[src/rtl/psimd_pkg.sv]
package psimd_pkg;

   localparam int GRAN_W  = 8;
   localparam int HALF_W  = 16;
   localparam int FULL_W  = 32;

   typedef enum logic [1:0] {
      SZ_BYTE   = 2'b00,
      SZ_WORD   = 2'b01,
      SZ_DWORD  = 2'b10,
      SZ_DWORD2 = 2'b11
   } size_e;

   typedef enum logic [1:0] {
      SAT_NONE     = 2'b00,
      SAT_SIGNED   = 2'b01,
      SAT_UNSIGNED = 2'b10,
      SAT_NONE2    = 2'b11
   } sat_e;

endpackage

[src/rtl/psimd_seg_adder.sv]
module psimd_seg_adder
   import psimd_pkg::*;
#(
   parameter int DATA_W = 64
) (
   input  logic [DATA_W-1:0]                a_i,
   input  logic [DATA_W-1:0]                b_i,
   input  logic                             sub_i,
   input  size_e                            size_i,
   output logic [DATA_W-1:0]                sum_o,
   output logic [DATA_W/GRAN_W-1:0]         gcarry_o
);

   localparam int NGRAN = DATA_W / GRAN_W;

   for (genvar g = 0; g < NGRAN; g++) begin : g_gran
      localparam bit HALF_START = (g % (HALF_W / GRAN_W)) == 0;
      localparam bit FULL_START = (g % (FULL_W / GRAN_W)) == 0;

      logic [GRAN_W-1:0] a_s;
      logic [GRAN_W-1:0] bx_s;
      logic              cin;

      assign a_s  = a_i[g*GRAN_W +: GRAN_W];
      assign bx_s = sub_i ? ~b_i[g*GRAN_W +: GRAN_W] : b_i[g*GRAN_W +: GRAN_W];

      if (g == 0) begin : g_first
         assign cin = sub_i;
      end else begin : g_rest
         logic cut;
         assign cut = (size_i == SZ_BYTE)
                    | ((size_i == SZ_WORD) & HALF_START)
                    | ((size_i != SZ_BYTE) & (size_i != SZ_WORD) & FULL_START);
         assign cin = cut ? sub_i : gcarry_o[g-1];
      end

      assign {gcarry_o[g], sum_o[g*GRAN_W +: GRAN_W]} =
         {1'b0, a_s} + {1'b0, bx_s} + {{GRAN_W{1'b0}}, cin};
   end

endmodule

[src/rtl/psimd_lane_sat.sv]
module psimd_lane_sat
   import psimd_pkg::*;
#(
   parameter int DATA_W = 64,
   parameter int LW     = 8
) (
   input  logic [DATA_W-1:0]     sum_i,
   input  logic [DATA_W/LW-1:0]  a_sign_i,
   input  logic [DATA_W/LW-1:0]  b_sign_i,
   input  logic [DATA_W/LW-1:0]  carry_i,
   input  logic                  sub_i,
   input  sat_e                  mode_i,
   output logic [DATA_W-1:0]     res_o
);

   localparam int NLANE = DATA_W / LW;
   localparam logic [LW-1:0] SMAX = {1'b0, {(LW-1){1'b1}}};
   localparam logic [LW-1:0] SMIN = {1'b1, {(LW-1){1'b0}}};
   localparam logic [LW-1:0] UMAX = {LW{1'b1}};
   localparam logic [LW-1:0] UMIN = {LW{1'b0}};

   for (genvar l = 0; l < NLANE; l++) begin : g_lane
      logic [LW-1:0] raw;
      logic          s_ovf;
      logic          u_ovf;

      assign raw   = sum_i[l*LW +: LW];
      assign s_ovf = (a_sign_i[l] == b_sign_i[l]) && (raw[LW-1] != a_sign_i[l]);
      assign u_ovf = carry_i[l] ^ sub_i;

      always_comb begin
         case (mode_i)
            SAT_SIGNED:   res_o[l*LW +: LW] = s_ovf ? (a_sign_i[l] ? SMIN : SMAX) : raw;
            SAT_UNSIGNED: res_o[l*LW +: LW] = u_ovf ? (sub_i ? UMIN : UMAX) : raw;
            default:      res_o[l*LW +: LW] = raw;
         endcase
      end
   end

endmodule

[src/rtl/psimd_addsat.sv]
module psimd_addsat
   import psimd_pkg::*;
#(
   parameter int DATA_W = 64
) (
   input  logic              clk,
   input  logic              rst_n,
   input  logic              in_valid,
   input  logic [DATA_W-1:0] opa,
   input  logic [DATA_W-1:0] opb,
   input  logic              sub_en,
   input  logic [1:0]        lane_sel,
   input  logic [1:0]        mode_sel,
   output logic              out_valid,
   output logic [DATA_W-1:0] result
);

   localparam int NGRAN = DATA_W / GRAN_W;
   localparam int NHALF = DATA_W / HALF_W;
   localparam int GPH   = HALF_W / GRAN_W;

   initial begin
      if (DATA_W < FULL_W || (DATA_W % FULL_W) != 0)
         $fatal(1, "psimd_addsat: DATA_W must be a positive multiple of %0d", FULL_W);
   end

   size_e size_q;
   sat_e  mode_q;
   assign size_q = size_e'(lane_sel);
   assign mode_q = sat_e'(mode_sel);

   logic [DATA_W-1:0] sum;
   logic [NGRAN-1:0]  gcarry;

   psimd_seg_adder #(.DATA_W(DATA_W)) u_adder (
      .a_i      (opa),
      .b_i      (opb),
      .sub_i    (sub_en),
      .size_i   (size_q),
      .sum_o    (sum),
      .gcarry_o (gcarry)
   );

   logic [NGRAN-1:0] a8, b8;
   logic [NHALF-1:0] a16, b16, c16;

   for (genvar l = 0; l < NGRAN; l++) begin : g_byte_sign
      assign a8[l] = opa[l*GRAN_W + GRAN_W - 1];
      assign b8[l] = opb[l*GRAN_W + GRAN_W - 1] ^ sub_en;
   end

   for (genvar l = 0; l < NHALF; l++) begin : g_half_sign
      assign a16[l] = opa[l*HALF_W + HALF_W - 1];
      assign b16[l] = opb[l*HALF_W + HALF_W - 1] ^ sub_en;
      assign c16[l] = gcarry[l*GPH + GPH - 1];
   end

   logic [DATA_W-1:0] res8, res16;

   psimd_lane_sat #(.DATA_W(DATA_W), .LW(GRAN_W)) u_sat8 (
      .sum_i    (sum),
      .a_sign_i (a8),
      .b_sign_i (b8),
      .carry_i  (gcarry),
      .sub_i    (sub_en),
      .mode_i   (mode_q),
      .res_o    (res8)
   );

   psimd_lane_sat #(.DATA_W(DATA_W), .LW(HALF_W)) u_sat16 (
      .sum_i    (sum),
      .a_sign_i (a16),
      .b_sign_i (b16),
      .carry_i  (c16),
      .sub_i    (sub_en),
      .mode_i   (mode_q),
      .res_o    (res16)
   );

   logic [DATA_W-1:0] pick;
   always_comb begin
      case (size_q)
         SZ_BYTE: pick = res8;
         SZ_WORD: pick = res16;
         default: pick = sum;
      endcase
   end

   always_ff @(posedge clk or negedge rst_n) begin
      if (!rst_n) begin
         out_valid <= 1'b0;
         result    <= '0;
      end else begin
         out_valid <= in_valid;
         if (in_valid) result <= pick;
      end
   end

endmodule

[config.mk]
export PLATFORM = sky130hd
export DESIGN_NAME = psimd_addsat
export DESIGN_NICKNAME = d
export VERILOG_FILES = /design/src/rtl/psimd_pkg.sv /design/src/rtl/psimd_seg_adder.sv /design/src/rtl/psimd_lane_sat.sv /design/src/rtl/psimd_addsat.sv
export SDC_FILE = /design/constraint.sdc
export NUM_CORES = 1
export LEC_CHECK = 0
export BUFFER_PORTS_ARGS = -buffer_cell sky130_fd_sc_hd__buf_2
export CORE_AREA = 2 2 98 194
export DETAILED_ROUTE_END_ITERATION = 16
export DIE_AREA = 0 0 100 196
export PLACE_DENSITY = 0.79
export SYNTH_ARGS = -nofsm -noshare
export SYNTH_HDL_FRONTEND = slang
export SYNTH_HIERARCHICAL = 1
export SYNTH_SLANG_ARGS = --single-unit
export TNS_END_PERCENT = 20
[constraint.sdc]
create_clock -name clk -period 0.8 [get_ports clk]
set_input_delay 0.04 -clock clk [delete_from_list [all_inputs] [get_ports clk]]
set_output_delay 0.04 -clock clk [all_outputs]
set_load 0.05 [all_outputs]
* Yosys cells after proc, flatten, opt, wreduce, memory -nomap -nowiden
Index checks and enable logic that the tools add are counted.
Storage, ports and cells: flip-flop bits (word level) 65, latch bits 0, RAM bits 0, bits in read-only memories 0, bits of input ports 136, output and inout bits 65, word-level logic and storage cells 141, memories 0
Operators by class: $add $sub $neg 16, multiply operators 0, divide/modulo/power cells 0, magnitude comparators 0, equal/unequal tests 20, shift-type cells 0, multiplexer cells 66, bitwise gates (word level) 27, reduce and logical (&&, ||, !) cells 10
Operators by type and width (count):
- 2-to-1 mux 8 bit | 33
- 2-to-1 mux 16 bit | 13
- case mux 16 bit (2 select lines) | 4
- case mux 64 bit (2 select lines) | 1
- case mux 8 bit (2 select lines) | 8
- adder 8 x 8 -> 9 bit | 8
- adder 9 x 1 -> 9 bit | 8
- NOT 8 bit | 8
- bitwise XOR 1 bit | 16
- equality test 1 bit | 8
- logical AND 1 bit | 8
- inequality test 1 bit | 8
- 2-to-1 mux 1 bit | 7
- equality test 2 x 1 -> 1 bit (second input constant) | 2
- equality test 2 bit (second input constant) | 1
- zero test 2 bit | 1
- inequality test 2 x 1 -> 1 bit (second input constant) | 1
- OR 1 bit | 2
- nonzero test 2 bit | 1
- AND 1 bit | 1

* Depth between registers and ports, before layout
depth after elaboration 23, mapped depth 38, gate-level depth less buffers 35

* Hierarchy
Netlist, hierarchy kept.
Modules (own cells, without submodules):
- psimd_addsat | instances 1, cells an instance 366, area each 3811.2 um2, seq. area each 1626.6 um2
- psimd_seg_adder | instances 1, cells an instance 418, area each 3216.8 um2, seq. area each 0.0 um2
- psimd_lane_sat (u_sat8) | instances 1, cells an instance 223, area each 1258.7 um2, seq. area each 0.0 um2
- psimd_lane_sat (u_sat16) | instances 1, cells an instance 170, area each 998.5 um2, seq. area each 0.0 um2

* Least setup slack after synthesis
No wires, ideal clock.
path type input to register, start point input port sub_en, end point register result[53], library setup time 0.087 ns, arrival 7.625 ns, data required time 0.713 ns, slack -6.911 ns, cell stages on the path 38, buffers on the path 4, path through clkbuf_1 -> buf_1 -> buf_2 -> xor2_1 -> ha_1 -> nor2b_1 -> o21ai_0 -> a21oi_1 -> a211oi_1 -> a311o_1 -> fa_1 -> fa_1 -> nor2b_1 -> o21ai_0 -> a21oi_1 -> a211oi_1 -> a311o_1 -> fa_1 -> (+2 left out) -> o21ai_0 -> a21oi_1 -> a211oi_1 -> a311oi_1 -> fa_1 -> fa_1 -> a21o_1 -> a21oi_1 -> o21ai_0 -> nor4_1 -> nor3_1 -> nand2b_1 -> a21oi_2 -> nand2_1 -> buf_2 -> a21o_1 -> mux2i_1 -> o211ai_1
On the way: elaborated cells between the ends (all ways) 50, classes of those cells add/sub: 16; eq/ne: 4; mux: 24; bitwise: 4; reduce/logical: 2
RTL lines:
- from (decl) | line psimd_addsat.sv:11 | input logic sub_en,
- 2-to-1 mux 8 bit | line psimd_seg_adder.sv:25 | assign bx_s = sub_i ? ~b_i[g*GRAN_W +: GRAN_W] : b_i[g*GRAN_W +: GRAN_W];
- adder 8 x 8 -> 9 bit | line psimd_seg_adder.sv:38 | {1'b0, a_s} + {1'b0, bx_s} + {{GRAN_W{1'b0}}, cin};
- adder 9 x 1 -> 9 bit | line psimd_seg_adder.sv:38
- 2-to-1 mux 1 bit | line psimd_seg_adder.sv:34 | assign cin = cut ? sub_i : gcarry_o[g-1];
- adder 9 x 1 -> 9 bit | line psimd_seg_adder.sv:38
- 2-to-1 mux 1 bit | line psimd_seg_adder.sv:34
- adder 9 x 1 -> 9 bit | line psimd_seg_adder.sv:38
- 2-to-1 mux 1 bit | line psimd_seg_adder.sv:34
- (+7 left out)
- 2-to-1 mux 1 bit | line psimd_seg_adder.sv:34
- adder 9 x 1 -> 9 bit (*) | line psimd_seg_adder.sv:38
- via gcarry[7] | line psimd_addsat.sv:33 | logic [NGRAN-1:0] gcarry;
- bitwise XOR 1 bit (*) | line psimd_lane_sat.sv:29 | assign u_ovf = carry_i[l] ^ sub_i;
- 2-to-1 mux 16 bit (*) | line psimd_lane_sat.sv:34 | SAT_UNSIGNED: res_o[l*LW +: LW] = u_ovf ? (sub_i ? UMIN : UMAX) : raw;
- case mux 16 bit (2 select lines) (*) | line psimd_lane_sat.sv:32 | case (mode_i)
- via res16[53] | line psimd_addsat.sv:58 | logic [DATA_W-1:0] res8, res16;
- case mux 64 bit (2 select lines) (*) | line psimd_addsat.sv:82 | case (size_q)
- to (signal assigned) | line psimd_addsat.sv:95 | if (in_valid) result <= pick;
- to (decl) | line psimd_addsat.sv:15 | output logic [DATA_W-1:0] result
The timed path passes the listed nets; every way through them passes the cells marked *. A chain may end at the register's enable or synchronous reset.

* Final worst setup path
start point input port sub_en, end point register result[60]
On the way: cells in the longest elaborated chain, start to end 22, elaborated cells between the ends (all ways) 45, classes of those cells add/sub: 16; eq/ne: 2; mux: 24; bitwise: 2; reduce/logical: 1
Ends and longest elaborated chain:
- 2-to-1 mux 8 bit | line psimd_seg_adder.sv:25
- adder 8 x 8 -> 9 bit | line psimd_seg_adder.sv:38
- adder 9 x 1 -> 9 bit | line psimd_seg_adder.sv:38
- 2-to-1 mux 1 bit | line psimd_seg_adder.sv:34
- adder 9 x 1 -> 9 bit | line psimd_seg_adder.sv:38
- 2-to-1 mux 1 bit | line psimd_seg_adder.sv:34
- adder 9 x 1 -> 9 bit | line psimd_seg_adder.sv:38
- 2-to-1 mux 1 bit | line psimd_seg_adder.sv:34
- (+8 left out)
- adder 9 x 1 -> 9 bit (*) | line psimd_seg_adder.sv:38
- via sum[63] | line psimd_addsat.sv:32 | logic [DATA_W-1:0] sum;
- inequality test 1 bit (*) | line psimd_lane_sat.sv:28 | assign s_ovf = (a_sign_i[l] == b_sign_i[l]) && (raw[LW-1] != a_sign_i[l]);
- logical AND 1 bit (*) | line psimd_lane_sat.sv:28
- 2-to-1 mux 8 bit (*) | line psimd_lane_sat.sv:33 | SAT_SIGNED: res_o[l*LW +: LW] = s_ovf ? (a_sign_i[l] ? SMIN : SMAX) : raw;
- case mux 8 bit (2 select lines) (*) | line psimd_lane_sat.sv:32
- via res8[60] | line psimd_addsat.sv:58
- case mux 64 bit (2 select lines) (*) | line psimd_addsat.sv:82
Marked as above.

==> flow_summary.ini <==
[synth]
synth.distinct_cells = 64
ys.flop_type = dfrtp_1
avgSynthCellArea_um2 = 7.89
syn_area_um2 = 9290
synthTopCellsByArea = dfrtp_1 18%, ha_1 8.1%, xor2_1 7.8%, mux2i_1 7.1%, o211ai_1 5.3%
ys_ff_latch = 65
netlist.area_leader.share_pct = 17.5
yosys.area.top_type = dfrtp_1
syn-num-nets = 1387
yosys_warnings = 6
async_flop_share_pct = 100
syn_inst = 1177
synth_edf_count = 0
ys_seq_area_share_pct = 17.5

[setup_path]
crit_path_max_fanout = 7
slowest_delay_ns = 0.49
cp.arrival_ns = 6.96
worst_setup_path_start_kind = input port
cpLargestDelayFamily = compound AO/OA/AOI/OAI gates
critPathBufInv = 4
end_kind = register
crit_top_cell = fa_2
critPathKind = input port to register
cpMaxStageDelayCell = a22oi_2
cp_data_required_time_ns = 1.02

[clock_tree]
clk_latency_ns = 0.34
clock_path_buffers = 2
cts_tree = yes
clkTransAtPathRegs_ns = 0.05
cts_root_buf = clkbuf_16
htreeDepth = 3
cts_buffers = 9
cts_sinks = 65

[global_routing]
grt_max_degree = 66
grt_pass1_wl_mm = 54.9
grt_use_total_pct = 35.0
grt.overflow.total = 0
antenna_found_initial = 5
grt_pass1_vias = 11400

[die]
core_um2 = 18200
die_w_um = 100
start_util_pct = 51.0
num_rows = 70
die_area_um2 = 19600
pin_count = 201
die_height_um = 196

[detailed_routing]
finalWirelength_mm = 35.4
drc = 0
first_pass_iters = 5
wl_per_cell_um = 19.0
num_vias = 11100
ant_nets = 0
drt-initial-drc-count = 696
vias_per_cell = 5.96

[timing]
rsz0062_at_grt = true
fin_crit_ns = 6.74
slew_viol_final = 0
finClkSkew_ns = 0
setup_slack_ns = -5.94
finalHoldViolations = 0
tightest_slew_ns = 0.862
hold_slack_ns = 0.135
setup_viol = 129
slew_headroom_pct = 42.5
max_freq_mhz = 148
fin_tns_setup_ns = -290.57
fin_crit_sh_pct = 842

[placed_design]
placed_cells = 1782
io_buffers = 200
hpwl_mm = 23.5
gp_congestion = 0.922

[power_and_ir_drop]
power_density_nw_per_um2 = 2130
total_power_uw = 29800
p_leak_uw = 0.00714
ir_worst_vdd_mv = 1.10

[run]
cap_violations = 0

[finish]
nNetsFinal = 1849
synthToLayoutAreaGrowth_pct = 50.9
drive_above_1_share_pct = 39.7
fin_cells = 1863

[hold_path]
hold_class = input port to register

[status]
status = complete, but fails checks
violations = setup timing
## cells by family (layout without fill, tap and decap cells)
kind of cell / Yosys count / after routing / share of synthesized area, %
fa+ha+maj: 82 / 82 / 12.0
simple gates: 376 / 377 / 21.0
mux: 67 / 67 / 7.26
buf+inv: 159 / 625 / 8.19
other cells: 0 / 3 / 0
flops: 65 / 65 / 17.5
xor+xnor: 122 / 122 / 11.5
compound gates: 306 / 306 / 22.5
## path summary, 6_finish.rpt
kind	cells past startpoint	end	start	slack [ns]
worst min register to register	2	result[9]	result[9]	0.52
worst min-delay path	4	result[0]	opb[0]	0.13
max in group asynchronous	3	result[31]	rst_n	0.15
worst max-delay path	34	result[60]	sub_en	-5.94
min in group asynchronous	3	result[61]	rst_n	0.34
worst max register to register	2	result[62]	result[62]	0.04
## cell type report
| cell class | instances | area (µm²) |
|---|---|---|
| diodes | 3 | 7.51 |
| clock buffers | 14 | 274 |
| clock inverters | 2 | 35.0 |
| fillers | 1178 | 4200 |
| inverters | 93 | 349 |
| multi-input cells | 954 | 7360 |
| flip-flops and latches | 65 | 1630 |
| well taps | 216 | 270 |
| repair buffers | 516 | 4090 |
## sequential cells by signal (all words and copies together) (netlist names)
register,flops
result,64
out_valid,1
## report_power, final
group	internal, µW	switching [µW]
clock network	2670	1540
logic	9410	11200
registers	4190	838
total	16300	13600
## metrics by stage
| stage | utilization, % | worst slack [ns] | cell area [µm²] |
|---|---|---|---|
| 3_3_place_gp | 67.4 | -6.11 | 12300 |
| 5_1_grt | 76.9 | -6.17 | 14000 |
| 2_1_floorplan | - | -5.86 | 9410 |
| 4_1_cts | 75.6 | -5.65 | 13800 |
| 6_report | 76.9 | -5.94 | 14000 |
| 3_5_place_dp | 67.4 | -6.34 | 12300 |
## cells in the mapped netlist, types with 6 or more instances
library cell,instances
a21o_1,37
a21oi_1,60
ha_1,60
nand2_1,82
inv_1,93
and2_1,8
o21a_1,7
a221o_1,8
o211ai_1,65
nand3_1,83
a211oi_1,11
xor2_1,83
buf_2,38
buf_8,6
clkbuf_1,12
o21ai_1,13
mux2i_1,66
nor2b_1,21
fa_1,14
xnor2_1,39
nor2_1,63
nor3_1,15
maj3_1,8
nand2b_1,76
dfrtp_1,65
o21ai_0,65
## cells in the final DEF (no fill, tap or decap), types with 64 or more instances in the layout
cell,n
buf_4,290
buf_2,131
inv_1,93
nand3_1,82
nand2_1,79
xor2_1,78
buf_6,73
nand2b_1,71
o211ai_1,65
mux2i_1,64
## tightest hold or removal path, delay by kind of cell
kind | cells | cell delay [ns]
xor gates and xnor gates | 1 | 0.10
AOI/OAI and AO/OA | 1 | 0.09
and+or+nand+nor | 1 | 0.09
buffers and inverters | 1 | 0.11
## what timing repair did
item	CTS	global route
setup endpoints to repair	129	129
pin swaps	35	41
endpoints found under the hold margin	66	0
gates resized for setup	228	36
cloned	4	0
buffers inserted	51	13
hold buffers	2	0
## metal layers
layer	GRT usage (%)	vias to the layer above	part of all wire [%]
li1	-	5043	-
met1	34.9	5201	33
met2	61.8	626	52
met3	6.02	234	6.7
met4	29.2	4	8.8
met5	0	-	0.076
Power figures use the tool's default switching activity.
